`src/rtl/bank_pick_pkg.sv`:
```
package bank_pick_pkg;

    typedef enum logic [1:0] {
        CMD_ACT = 2'd0,
        CMD_PRE = 2'd1,
        CMD_RD  = 2'd2,
        CMD_WR  = 2'd3
    } first_cmd_e;

    typedef enum logic [1:0] {
        PATH_NONE     = 2'd0,
        PATH_WRITE    = 2'd1,
        PATH_READ_OLD = 2'd2,
        PATH_READ_HIT = 2'd3
    } pick_path_e;

endpackage

```
`src/rtl/oldest_slot.sv`:
```
module oldest_slot #(
    parameter int N  = 8,
    parameter int IW = 3
) (
    input  logic [N-1:0]  valid,
    output logic          found,
    output logic [IW-1:0] idx
);
    always_comb begin
        found = |valid;
        idx   = '0;
        for (int i = N - 1; i >= 0; i--) begin
            if (valid[i]) begin
                idx = IW'(i);
            end
        end
    end
endmodule

```
`src/rtl/row_match.sv`:
```
module row_match #(
    parameter int N     = 8,
    parameter int ROW_W = 8
) (
    input  logic [N*ROW_W-1:0] rows,
    input  logic [N-1:0]       valid,
    input  logic               row_open,
    input  logic [ROW_W-1:0]   open_row,
    output logic [N-1:0]       hit_mask
);
    for (genvar g = 0; g < N; g++) begin : g_cmp
        assign hit_mask[g] = valid[g] && row_open &&
                             (rows[g*ROW_W +: ROW_W] == open_row);
    end
endmodule

```
`src/rtl/first_cmd_dec.sv`:
```
module first_cmd_dec
    import bank_pick_pkg::*;
#(
    parameter int ROW_W = 8
) (
    input  logic             row_open,
    input  logic [ROW_W-1:0] open_row,
    input  logic [ROW_W-1:0] req_row,
    input  logic             req_is_write,
    input  logic             can_act,
    input  logic             can_pre,
    input  logic             can_rd,
    input  logic             can_wr,
    output first_cmd_e       cmd,
    output logic             ready
);
    always_comb begin
        if (!row_open) begin
            cmd = CMD_ACT;
        end else if (req_row != open_row) begin
            cmd = CMD_PRE;
        end else if (req_is_write) begin
            cmd = CMD_WR;
        end else begin
            cmd = CMD_RD;
        end
    end

    always_comb begin
        unique case (cmd)
            CMD_ACT: ready = can_act;
            CMD_PRE: ready = can_pre;
            CMD_RD:  ready = can_rd;
            CMD_WR:  ready = can_wr;
            default: ready = 1'b0;
        endcase
    end
endmodule

```
`src/rtl/bank_req_picker.sv`:
```
module bank_req_picker
    import bank_pick_pkg::*;
#(
    parameter int RQ_DEPTH = 8,
    parameter int WQ_DEPTH = 8,
    parameter int ROW_W    = 8,
    parameter int TS_W     = 16,
    localparam int IW_RD   = (RQ_DEPTH > 1) ? $clog2(RQ_DEPTH) : 1,
    localparam int IW_WR   = (WQ_DEPTH > 1) ? $clog2(WQ_DEPTH) : 1,
    localparam int IDX_W   = (IW_RD > IW_WR) ? IW_RD : IW_WR
) (
    input  logic                      clk,
    input  logic                      rst_n,
    input  logic                      cmdq_busy,
    input  logic                      drain_mode,
    input  logic                      cfg_read_bypass,
    input  logic                      cfg_hit_bypass,
    input  logic [RQ_DEPTH-1:0]       rd_valid,
    input  logic [RQ_DEPTH*ROW_W-1:0] rd_row,
    input  logic [WQ_DEPTH-1:0]       wr_valid,
    input  logic [WQ_DEPTH*ROW_W-1:0] wr_row,
    input  logic                      row_open,
    input  logic [ROW_W-1:0]          open_row,
    input  logic [TS_W-1:0]           act_ts,
    input  logic [TS_W-1:0]           now_cyc,
    input  logic [TS_W-1:0]           t_ras,
    input  logic [TS_W-1:0]           t_rtp,
    input  logic                      can_act,
    input  logic                      can_pre,
    input  logic                      can_rd,
    input  logic                      can_wr,
    output logic                      sel_valid,
    output logic                      sel_is_write,
    output logic [IDX_W-1:0]          sel_idx,
    output logic [1:0]                sel_cmd,
    output logic                      sel_bypass
);

    // slot row views
    logic [ROW_W-1:0] rd_rows [RQ_DEPTH];
    logic [ROW_W-1:0] wr_rows [WQ_DEPTH];

    for (genvar g = 0; g < RQ_DEPTH; g++) begin : g_rd_rows
        assign rd_rows[g] = rd_row[g*ROW_W +: ROW_W];
    end
    for (genvar g = 0; g < WQ_DEPTH; g++) begin : g_wr_rows
        assign wr_rows[g] = wr_row[g*ROW_W +: ROW_W];
    end

    // oldest-first candidates
    logic             rd_any, wr_any, hit_any;
    logic [IW_RD-1:0] rd_old_idx, rd_hit_idx;
    logic [IW_WR-1:0] wr_old_idx;
    logic [RQ_DEPTH-1:0] rd_hit_mask;

    oldest_slot #(.N(RQ_DEPTH), .IW(IW_RD)) u_rd_oldest (
        .valid (rd_valid),
        .found (rd_any),
        .idx   (rd_old_idx)
    );

    oldest_slot #(.N(WQ_DEPTH), .IW(IW_WR)) u_wr_oldest (
        .valid (wr_valid),
        .found (wr_any),
        .idx   (wr_old_idx)
    );

    row_match #(.N(RQ_DEPTH), .ROW_W(ROW_W)) u_rd_match (
        .rows     (rd_row),
        .valid    (rd_valid),
        .row_open (row_open),
        .open_row (open_row),
        .hit_mask (rd_hit_mask)
    );

    oldest_slot #(.N(RQ_DEPTH), .IW(IW_RD)) u_rd_hit (
        .valid (rd_hit_mask),
        .found (hit_any),
        .idx   (rd_hit_idx)
    );

    // bypass window, one bit wider than the counters
    logic [TS_W:0] pre_limit, pre_spec;
    logic          win_ok, old_is_hit, use_hit;

    assign pre_limit  = {1'b0, act_ts}  + {1'b0, t_ras};
    assign pre_spec   = {1'b0, now_cyc} + {1'b0, t_rtp};
    assign win_ok     = (pre_spec <= pre_limit);
    assign old_is_hit = rd_hit_mask[rd_old_idx];
    assign use_hit    = cfg_hit_bypass && !old_is_hit && hit_any && win_ok;

    // path choice
    pick_path_e path_nxt, path_q;

    always_comb begin
        path_nxt = PATH_NONE;
        if (!cmdq_busy && (rd_any || wr_any)) begin
            if (drain_mode && wr_any) begin
                path_nxt = PATH_WRITE;
            end else if (!drain_mode || cfg_read_bypass) begin
                if (rd_any) begin
                    path_nxt = use_hit ? PATH_READ_HIT : PATH_READ_OLD;
                end
            end
        end
    end

    // candidate mux
    logic [ROW_W-1:0] cand_row;
    logic [IDX_W-1:0] cand_idx;
    logic             cand_wr;

    always_comb begin
        unique case (path_nxt)
            PATH_WRITE: begin
                cand_row = wr_rows[wr_old_idx];
                cand_idx = IDX_W'(wr_old_idx);
                cand_wr  = 1'b1;
            end
            PATH_READ_HIT: begin
                cand_row = rd_rows[rd_hit_idx];
                cand_idx = IDX_W'(rd_hit_idx);
                cand_wr  = 1'b0;
            end
            PATH_READ_OLD: begin
                cand_row = rd_rows[rd_old_idx];
                cand_idx = IDX_W'(rd_old_idx);
                cand_wr  = 1'b0;
            end
            default: begin
                cand_row = '0;
                cand_idx = '0;
                cand_wr  = 1'b0;
            end
        endcase
    end

    first_cmd_e cand_cmd;
    logic       cand_ready;

    first_cmd_dec #(.ROW_W(ROW_W)) u_dec (
        .row_open     (row_open),
        .open_row     (open_row),
        .req_row      (cand_row),
        .req_is_write (cand_wr),
        .can_act      (can_act),
        .can_pre      (can_pre),
        .can_rd       (can_rd),
        .can_wr       (can_wr),
        .cmd          (cand_cmd),
        .ready        (cand_ready)
    );

    logic grant;
    assign grant = (path_nxt != PATH_NONE) && cand_ready;

    // state register
    logic [IDX_W-1:0] idx_q;
    first_cmd_e       cmd_q;

    always_ff @(posedge clk) begin
        if (!rst_n) begin
            path_q <= PATH_NONE;
            idx_q  <= '0;
            cmd_q  <= CMD_ACT;
        end else if (grant) begin
            path_q <= path_nxt;
            idx_q  <= cand_idx;
            cmd_q  <= cand_cmd;
        end else begin
            path_q <= PATH_NONE;
            idx_q  <= '0;
            cmd_q  <= CMD_ACT;
        end
    end

    // outputs
    always_comb begin
        sel_idx = idx_q;
        sel_cmd = cmd_q;
        unique case (path_q)
            PATH_WRITE: begin
                sel_valid    = 1'b1;
                sel_is_write = 1'b1;
                sel_bypass   = 1'b0;
            end
            PATH_READ_OLD: begin
                sel_valid    = 1'b1;
                sel_is_write = 1'b0;
                sel_bypass   = 1'b0;
            end
            PATH_READ_HIT: begin
                sel_valid    = 1'b1;
                sel_is_write = 1'b0;
                sel_bypass   = 1'b1;
            end
            default: begin
                sel_valid    = 1'b0;
                sel_is_write = 1'b0;
                sel_bypass   = 1'b0;
            end
        endcase
    end

endmodule

```
`config.mk`:
```
export PLATFORM = sky130hd
export DESIGN_NAME = bank_req_picker
export DESIGN_NICKNAME = d
export VERILOG_FILES = /design/src/rtl/bank_pick_pkg.sv /design/src/rtl/oldest_slot.sv /design/src/rtl/row_match.sv /design/src/rtl/first_cmd_dec.sv /design/src/rtl/bank_req_picker.sv
export SDC_FILE = /design/constraint.sdc
export NUM_CORES = 1
export LEC_CHECK = 0
export ABC_CLOCK_PERIOD_IN_PS = 6100
export BUFFER_PORTS_ARGS = -buffer_cell sky130_fd_sc_hd__buf_2
export CORE_UTILIZATION = 30
export DETAILED_ROUTE_END_ITERATION = 8
export GPL_TIMING_DRIVEN = 1
export MAX_ROUTING_LAYER = met4
export PLACE_DENSITY = 0.67
export SYNTH_ARGS = -nofsm -noshare
export SYNTH_HDL_FRONTEND = slang
export SYNTH_HIERARCHICAL = 1
export SYNTH_SLANG_ARGS = --single-unit
```
`constraint.sdc`:
```
create_clock -name clk -period 6.1 [get_ports clk]
set_input_delay 1.22 -clock clk [delete_from_list [all_inputs] [get_ports clk]]
set_output_delay 1.22 -clock clk [all_outputs]
set_load 0.005 [all_outputs]
```
==> results of run 1 <==
-- cell usage after synthesis, types with 2 or more instances --
| cell | number |
|---|---|
| nor2b_1 | 5 |
| o2111a_1 | 2 |
| o211ai_2 | 3 |
| nand2_1 | 23 |
| xnor2_1 | 93 |
| a2111oi_0 | 2 |
| xor2_1 | 6 |
| buf_2 | 6 |
| o21ai_0 | 20 |
| or2_2 | 2 |
| clkbuf_1 | 10 |
| and3_1 | 4 |
| o41ai_1 | 3 |
| and2_1 | 2 |
| and3b_1 | 3 |
| a21o_1 | 7 |
| a31oi_1 | 4 |
| nand2b_1 | 7 |
| fa_1 | 2 |
| mux4_2 | 50 |
| a21oi_1 | 41 |
| o21bai_1 | 7 |
| a21boi_0 | 3 |
| nor3_2 | 8 |
| mux2i_1 | 19 |
| nor4_2 | 4 |
| mux2_2 | 16 |
| o21a_1 | 7 |
| inv_1 | 16 |
| nand3_1 | 25 |
| buf_1 | 3 |
| a31o_2 | 4 |
| nor2_1 | 36 |
| nor3_1 | 2 |
| nand4_1 | 20 |
| buf_6 | 10 |
| a221o_1 | 2 |
| or3_1 | 4 |
| ha_1 | 49 |
| dfxtp_1 | 7 |
-- flip-flops by register name (all words and copies together), names as in the netlist --
register	cells
path_q	2
sel_idx	3
sel_cmd	2
-- cells by family after synthesis --
family	count (synthesis)	synth area share
buf+inv	46	0.0509
simple gates	150	0.166
compound gates	116	0.157
mux	85	0.297
fa+ha+maj	51	0.130
xor+xnor	99	0.172
flops	7	0.0278
-- power by group --
part | switching [mW] | internal [mW] | total (mW)
combinational | 0.305 | 0.320 | 0.625
sequential | 0.000411 | 0.0471 | 0.0475
clock | 0.0242 | 0.0869 | 0.111
-- cells in the final DEF (no fill, tap or decap), types with 8 or more instances in the layout --
cell,Yosys,layout
xnor2_1,93,93
a21oi_1,41,37
nand2_1,23,23
nand4_1,20,20
nand3_1,25,25
mux2i_1,19,17
mux2_2,16,16
ha_1,49,48
inv_1,16,16
nor3_2,8,8
buf_4,0,42
mux4_2,50,50
buf_2,6,232
nor2_1,36,36
o21ai_0,20,15
-- path summary, 6_finish.rpt --
kind,slack (ps),depth (start not counted),to,startpoint
max,160,25,sel_idx[2],t_ras[0]
min,1370,2,sel_cmd[0],rst_n
-- critical path, stage by stage --
cell       delay [ps]
buf_6             100
ha_4              160
fa_2              360
a21oi_2           170
o21ai_2           100
a211oi_2          290
o21ai_2           130
a2111oi_2         370
nor3b_1            90
ha_1              310
nand4_2           100
nor4_2            290
o21ai_1           160
a311oi_4          280
buf_6             160
nor2_4             60
mux2i_2           190
xnor2_1           210
nand4_1           130
or2_4             280
o311ai_4          230
buf_6             150
nand4_1            80
or3_1             390
o211ai_2           70
-- area by class of cell --
class,count,area (µm²),area share
Multi-Input combinational cell,502,4770,0.696
Timing Repair Buffer,278,1520,0.222
Tap cell,220,275,0.0402
Sequential cell,7,140,0.0205
Clock buffer,4,78.8,0.0115
Inverter,16,60.1,0.00877
Antenna cell,2,5.00,0.000731
-- layer usage --
metal,vias up,wire length (µm)
li1,2639,-
met1,2499,6830
met2,231,8520
met3,20,1110
met4,0,296
met5,-,0
-- repair_timing --
action                                  CTS  global route
gates resized for setup                   8            21
cloned                                    1             0
pin swaps                                 6            19
hold endpoints to repair                  0             0
endpoints found under the setup margin    7             7
setup buffers                             3             3
==> impl_metrics.py, run 1 <==
metrics = {
    "worst_setup_path": {
        "cp-end-kind": "flop",
        "critPathRequiredTime_ps": 6260,
        "start_kind": "primary input",
        "arrival_ps": 6100,
        "cp_max_fo": 5,
        "critical_path_class": "in2reg",
    },
    "global_route": {
        "grt.busiest_layer": "met2",
        "grt_util_met3": 0.0243,
        "grt_pass1_wl_um": 26400,
        "grt_max_degree": 26,
        "grt_pass1_vias": 5320,
        "overflow": 0,
        "track_usage": 0.194,
        "antenna_found_initial": 2,
        "grt_use_met1": 0.224,
        "grt_use_met2": 0.355,
    },
    "sta": {
        "finalCritPeriodShare": 0.974,
        "slew_violations": 0,
        "relSlewSlack": 0.289,
        "final.setup.tns_ps": 0,
        "hold_viol": 0,
        "fmax_mhz": 168,
        "setup_viol": 0,
        "timing.final.ws_setup_ps": 161,
        "finalCriticalPeriod_ps": 5940,
        "rsz0062_at_grt": "true",
        "worst_slew_pin_slew_ps": 1070,
        "hold_ws_ps": 1370,
    },
    "detailed_routing": {
        "drc_errors": 0,
        "ant_nets": 0,
        "wl_per_cell_um": 16.3,
        "drt_iter0_drc": 282,
        "first_pass_iters": 5,
        "drt_wl_total_um": 16800,
        "vias_per_cell": 5.24,
        "dr_total_vias": 5389,
    },
    "cts": {
        "clock-root-buffer": "clkbuf_16",
        "cts_buffers": 3,
        "cts_tree": "yes",
        "clkSinkCount": 7,
        "cts_buffer_depth": 2,
        "path_clk_slew_ps": 40,
        "hold_buffers": 0,
        "htree_levels": 1,
    },
    "cells_and_area": {
        "final_cells": 1029,
        "area_growth_pct": 35.9,
        "fin_area_um2": 6850,
        "nets": 1086,
        "nFillCells": 1651,
        "final_util": 0.416,
        "drive_above_1_share": 0.491,
    },
    "hold_path": {
        "hp-class": "in2reg",
    },
    "run": {
        "cap_violations": 0,
    },
    "pwr": {
        "power_mw": 0.784,
        "max-vdd-ir-drop_uv": 106,
        "power.leakage_nw": 2.92,
        "p_per_area_nw_per_um2": 115,
    },
    "logic_synthesis": {
        "syn_area_um2": 5040,
        "synthFlopType": "dfxtp_1",
        "async_flop_share": 0,
        "ys_types": 57,
        "synth_edf_count": 0,
        "yosys_warnings": 6,
        "synth_seq_cells": 7,
        "yosys.area.top_type": "mux4_2",
        "synth_area_leaders": "mux4_2 22%, xnor2_1 16%, ha_1 12%, a21oi_1 4.1%, mux2i_1 3.8%",
        "yosysSeqAreaShare": 0.0278,
        "yosysTopAreaCellShare": 0.224,
        "postSynthAreaPerCell_um2": 9.09,
        "synth_nets": 832,
        "synth_cells": 554,
    },
    "place": {
        "dp_hpwl_um": 14300,
        "place_area_um2": 6600,
        "numPortBuffers": 234,
        "pre_cts_slack_ps": -548,
        "place_congestion": 0.923,
        "dp.cells": 1016,
    },
    "floorplan": {
        "dieArea_um2": 17300,
        "die_h_um": 132,
        "start_util": 0.306,
        "io_pins": 235,
        "rows": 47,
        "dieWidth_um": 132,
        "core_area_um2": 16500,
    },
    "outcome": {
        "outcome": "completed",
    },
}
Power figures use the tool's default switching activity.
==> run 2: changes to the inputs <==
--- a/config.mk
+++ b/config.mk
@@ -5,13 +5,13 @@
 export SDC_FILE = /design/constraint.sdc
 export NUM_CORES = 1
 export LEC_CHECK = 0
-export ABC_CLOCK_PERIOD_IN_PS = 6100
+export ABC_CLOCK_PERIOD_IN_PS = 7700
 export BUFFER_PORTS_ARGS = -buffer_cell sky130_fd_sc_hd__buf_2
 export CORE_UTILIZATION = 30
 export DETAILED_ROUTE_END_ITERATION = 8
 export GPL_TIMING_DRIVEN = 1
 export MAX_ROUTING_LAYER = met4
-export PLACE_DENSITY = 0.67
+export PLACE_DENSITY = 0.65
 export SYNTH_ARGS = -nofsm -noshare
 export SYNTH_HDL_FRONTEND = slang
 export SYNTH_HIERARCHICAL = 1
==> constraint.sdc (replaced) <==
create_clock -name clk -period 7.7 [get_ports clk]
set_input_delay 0.385 -clock clk [delete_from_list [all_inputs] [get_ports clk]]
set_output_delay 0.385 -clock clk [all_outputs]
set_load 0.005 [all_outputs]
==> impl_metrics.py, run 2 (synthesized netlist as in run 1, its figures left out) <==
metrics = {
    "outcome": {
        "outcome": "completed",
    },
    "place": {
        "numPortBuffers": 234,
        "dp.cells": 986,
        "pre_cts_slack_ps": 1330,
        "place_congestion": 0.931,
        "dp_hpwl_um": 14100,
    },
    "hold_path": {
        "min-delay-start": "rst_n",
        "hold_depth": 2,
        "hp-class": "in2reg",
    },
    "cts": {
        "htree_levels": 1,
        "cts_resized": 0,
        "cts_buffers": 3,
        "cts_buffer_depth": 2,
        "clock-root-buffer": "clkbuf_16",
        "hold_buffers": 0,
        "cts_tree": "yes",
        "clkSinkCount": 7,
        "post_cts_buffers": 0,
        "path_clk_slew_ps": 40,
    },
    "detailed_routing": {
        "drt_iter0_drc": 242,
        "dr_total_vias": 5257,
        "vias_per_cell": 5.30,
        "wl_per_cell_um": 16.8,
        "drc_errors": 0,
        "ant_nets": 0,
        "drt_wl_total_um": 16600,
        "first_pass_iters": 4,
    },
    "cells_and_area": {
        "area_growth_pct": 28.1,
        "final_common_cell": "buf_2",
        "nets": 1049,
        "multi_input_area_um2": 4670,
        "largest_reg_flops": 3,
        "drive_above_1_share": 0.444,
        "layout_common_cells": "234 x buf_2, 93 x xnor2_1, 50 x mux4_2",
        "regArea_um2": 140,
        "nFillCells": 1671,
        "final_cells": 991,
    },
    "sta": {
        "rsz0062_at_grt": "false",
        "finalCriticalPeriod_ps": 6100,
        "worst_slew_pin_slew_ps": 983,
        "finalCritPeriodShare": 0.792,
        "hold_viol": 0,
        "final.setup.tns_ps": 0,
        "relSlewSlack": 0.343,
        "slew_violations": 0,
        "timing.final.ws_setup_ps": 1600,
        "fmax_mhz": 164,
        "setup_viol": 0,
    },
    "floorplan": {
        "io_pins": 235,
        "start_util": 0.306,
        "dieWidth_um": 132,
        "core_area_um2": 16500,
        "rows": 47,
        "dieArea_um2": 17300,
        "die_h_um": 132,
    },
    "global_route": {
        "grt_use_met2": 0.352,
        "grt_pass1_vias": 5198,
        "grt_use_met1": 0.229,
        "grt_pass1_wl_um": 26100,
        "track_usage": 0.194,
        "grt_util_met3": 0.0158,
        "antenna_found_initial": 1,
        "grt.busiest_layer": "met2",
        "overflow": 0,
        "grt_max_degree": 34,
    },
    "worst_setup_path": {
        "arrival_ps": 6260,
        "critPathRequiredTime_ps": 7860,
        "critical_path_class": "in2reg",
        "startpoint": "act_ts[0]",
        "start_kind": "primary input",
        "cp_max_fo": 14,
        "cp-end-kind": "flop",
    },
    "run": {
        "cap_violations": 0,
    },
    "pwr": {
        "power_switching_mw": 0.246,
        "p_per_area_nw_per_um2": 89.0,
        "seq_power_share": 0.065,
        "max-vdd-ir-drop_uv": 88.5,
        "clkPwrFrac": 0.154,
        "power.internal_mw": 0.328,
        "power.leakage_nw": 2.72,
        "netSwitchingFraction": 0.429,
        "p_comb_frac": 0.780,
    },
}
## run 2: stage by stage
step           instance area, µm²  hold WS [ps]  total power, mW  utilization
2_1_floorplan                5040           613            0.349            -
3_3_place_gp                 6370           753            0.481        0.387
3_5_place_dp                 6370           775            0.486        0.387
4_1_cts                      6450           534            0.578        0.392
5_1_grt                      6450           546            0.623        0.392
6_report                     6450           541            0.575        0.392
## run 2: area by class of cell
cell class                 instances  share of cell area
clock buffer                       4              0.0122
antenna                            1            0.000388
multi-input combinational        501               0.723
sequential                         7              0.0217
timing repair buffer             242               0.191
inverter                          16             0.00930
tap                              220              0.0426
## run 2: worst paths after layout
check	slack, ps	endpoint
hold / removal	540	sel_cmd[1]
setup / recovery	1600	sel_idx[1]
## run 2: critical path, cell delays in order
cell	delay [ps]
buf_2	100
ha_1	210
fa_1	410
a21oi_1	240
o21ai_0	190
a211oi_2	320
o21ai_0	220
a2111oi_0	430
nor3b_1	100
ha_1	320
nand4_2	130
nor4_2	300
and2_1	200
a311oi_4	80
nor2_4	430
mux2i_1	280
xnor2_1	140
nand4_1	140
or2_4	290
o311ai_2	740
nand4_1	150
or3_1	360
o211ai_2	80
## run 2: per-layer routing
layer / vias to the layer above / share of wire / wire length (µm)
li1: 2560 / - / -
met1: 2454 / 0.41 / 6850
met2: 219 / 0.51 / 8530
met3: 24 / 0.052 / 862
met4: 0 / 0.023 / 378
met5: - / 0 / 0
## run 2: power by group through the flow
stage	logic, mW	registers [mW]	clock network [mW]
CTS	0.451	0.0376	0.0895
finish	0.448	0.0375	0.0887
global placement	0.443	0.0381	0
detailed placement	0.448	0.0381	0
global route	0.495	0.0376	0.0910
floorplan	0.311	0.0381	0
==> run 3: changes to the inputs <==
--- a/config.mk
+++ b/config.mk
@@ -5,7 +5,8 @@
 export SDC_FILE = /design/constraint.sdc
 export NUM_CORES = 1
 export LEC_CHECK = 0
-export ABC_CLOCK_PERIOD_IN_PS = 7700
+export ABC_AREA = 1
+export ABC_CLOCK_PERIOD_IN_PS = 5200
 export BUFFER_PORTS_ARGS = -buffer_cell sky130_fd_sc_hd__buf_2
 export CORE_UTILIZATION = 30
 export DETAILED_ROUTE_END_ITERATION = 8
==> constraint.sdc (replaced) <==
create_clock -name clk -period 5.2 [get_ports clk]
set_input_delay 0.26 -clock clk [delete_from_list [all_inputs] [get_ports clk]]
set_output_delay 0.26 -clock clk [all_outputs]
set_load 0.005 [all_outputs]
==> impl_metrics.py, run 3 <==
metrics = {
    "outcome": {
        "outcome": "completed",
    },
    "floorplan": {
        "core_area_um2": 18800,
        "die_h_um": 141,
        "dieWidth_um": 141,
        "rows": 50,
        "start_util": 0.308,
        "dieArea_um2": 19900,
        "io_pins": 235,
    },
    "logic_synthesis": {
        "yosysSeqAreaShare": 0.0241,
        "yosys_warnings": 6,
        "synth_area_leaders": "nand2_1 21%, inv_1 12%, ha_1 11%, a21oi_1 10%, o21ai_0 7.4%",
        "yosys.area.top_type": "nand2_1",
        "async_flop_share": 0,
        "synth_cells": 1128,
        "synth_seq_cells": 7,
        "yosysMostFrequentCell": "nand2_1",
        "postSynthAreaPerCell_um2": 5.15,
        "ys_types": 45,
        "synth_nets": 1406,
        "synth_edf_count": 0,
        "synthFlopType": "dfxtp_1",
        "yosysTopAreaCellShare": 0.213,
        "syn_area_um2": 5810,
        "synth.top_cells.by_count": "330 x nand2_1, 178 x inv_1, 116 x a21oi_1, 96 x nor2_1, 86 x o21ai_0",
    },
    "cells_and_area": {
        "largest_reg_flops": 3,
        "fin_area_um2": 7250,
        "final_common_cell": "nand2_1",
        "nets": 1609,
        "final_cells": 1592,
        "nFillCells": 2160,
        "layout_common_cells": "330 x nand2_1, 234 x buf_2, 178 x inv_1",
        "drive_above_1_share": 0.211,
        "area_growth_pct": 24.9,
    },
    "global_route": {
        "grt_max_degree": 50,
        "overflow": 0,
        "grt_pass1_wl_um": 33100,
        "antenna_found_initial": 2,
        "grt_pass1_vias": 6942,
        "track_usage": 0.210,
    },
    "cts": {
        "hold_buffers": 0,
        "clock-root-buffer": "clkbuf_16",
        "cts_buffer_depth": 2,
        "cts_buffers": 3,
        "post_cts_buffers": 0,
        "cts_resized": 0,
        "clkSinkCount": 7,
        "cts_tree": "yes",
        "path_clk_slew_ps": 40,
        "htree_levels": 1,
    },
    "sta": {
        "fmax_mhz": 223,
        "slew_violations": 0,
        "hold_viol": 0,
        "worst_slew_pin_slew_ps": 970,
        "setup_viol": 0,
        "rsz0062_at_grt": "false",
        "final.setup.tns_ps": 0,
        "finalCriticalPeriod_ps": 4480,
        "finalCritPeriodShare": 0.861,
        "relSlewSlack": 0.353,
    },
    "worst_setup_path": {
        "cp_top_family": "simple AND/OR/NAND/NOR gates",
        "cp_common_cell": "nand2_1",
        "arrival_ps": 4640,
        "critPathRequiredTime_ps": 5370,
        "cpPeakStageDelay_ps": 420,
        "crit_path_top_delay_cell": "fa_1",
        "critical_path_class": "in2reg",
        "cp_max_fo": 8,
        "start_kind": "primary input",
        "cp-end-kind": "flop",
        "critical_path_buf_inv_count": 5,
    },
    "pwr": {
        "power.internal_mw": 0.437,
        "power_switching_mw": 0.433,
        "max-vdd-ir-drop_uv": 61.3,
        "p_per_area_nw_per_um2": 120,
        "clkPwrFrac": 0.152,
        "seq_power_share": 0.063,
        "p_comb_frac": 0.785,
        "power.leakage_nw": 4.13,
        "netSwitchingFraction": 0.497,
    },
    "detailed_routing": {
        "drc_errors": 0,
        "drt_wl_total_um": 21600,
        "wl_met3_um": 1270,
        "first_pass_iters": 5,
        "vias_per_cell": 4.94,
        "dr_total_vias": 7867,
        "top_layer_used": "met4",
        "ant_nets": 0,
        "m1WireLength_um": 9350,
        "drt_iter0_drc": 467,
        "wl_met2_um": 10300,
        "wl_per_cell_um": 13.6,
    },
    "place": {
        "place_congestion": 0.928,
        "dp.cells": 1586,
        "place_area_um2": 7170,
        "dp_hpwl_um": 18100,
        "numPortBuffers": 234,
    },
    "run": {
        "cap_violations": 0,
    },
    "hold_path": {
        "hp-class": "in2reg",
    },
}
[run 3: final timing paths]
check	endpoint	start	cells past startpoint
hold / removal	path_q[0]	cmdq_busy	4
setup / recovery	sel_cmd[0]	now_cyc[0]	35
[run 3: logic make-up (layout without fill, tap and decap cells)]
family / Yosys count / in the layout / share of synthesized area
compound gates: 260 / 260 / 0.251
xor+xnor: 52 / 52 / 0.0784
fa+ha+maj: 51 / 51 / 0.112
buf+inv: 235 / 437 / 0.159
flops: 7 / 7 / 0.0241
other cells: 0 / 2 / 0
simple gates: 523 / 523 / 0.375
[run 3: layer usage]
layer  GRT usage  up-vias
li1            -     4037
met1       0.259     3498
met2       0.360      285
met3      0.0105       47
met4      0.0789        0
met5           -        -
[run 3: metrics by stage]
| stage | setup WS [ps] | power (mW) | util | hold slack [ps] |
|---|---|---|---|---|
| 3_3_place_gp | 596 | 0.728 | 0.381 | 589 |
| 2_1_floorplan | 1090 | 0.512 | - | 448 |
| 6_report | 721 | 0.869 | 0.385 | 359 |
| 5_1_grt | 165 | 0.962 | 0.385 | 397 |
| 3_5_place_dp | 498 | 0.735 | 0.381 | 593 |
| 4_1_cts | 718 | 0.868 | 0.385 | 363 |
[run 3: area by class of cell]
type | instances | area, µm² | share of cell area
sequential | 7 | 140 | 0.0193
clock buffer | 4 | 78.8 | 0.0109
tap | 260 | 325 | 0.0449
multi-input combinational | 886 | 4760 | 0.657
timing repair buffer | 240 | 1220 | 0.168
antenna | 2 | 5.00 | 0.000690
inverter | 193 | 724 | 0.0999
[run 3: power by group through the flow]
stage	Combinational [mW]	Sequential [mW]	Clock, mW
2_1_floorplan	0.456	0.0556	0
3_3_place_gp	0.672	0.0556	0
3_5_place_dp	0.679	0.0557	0
4_1_cts	0.682	0.0549	0.131
5_1_grt	0.773	0.0549	0.134
6_report	0.683	0.0548	0.132
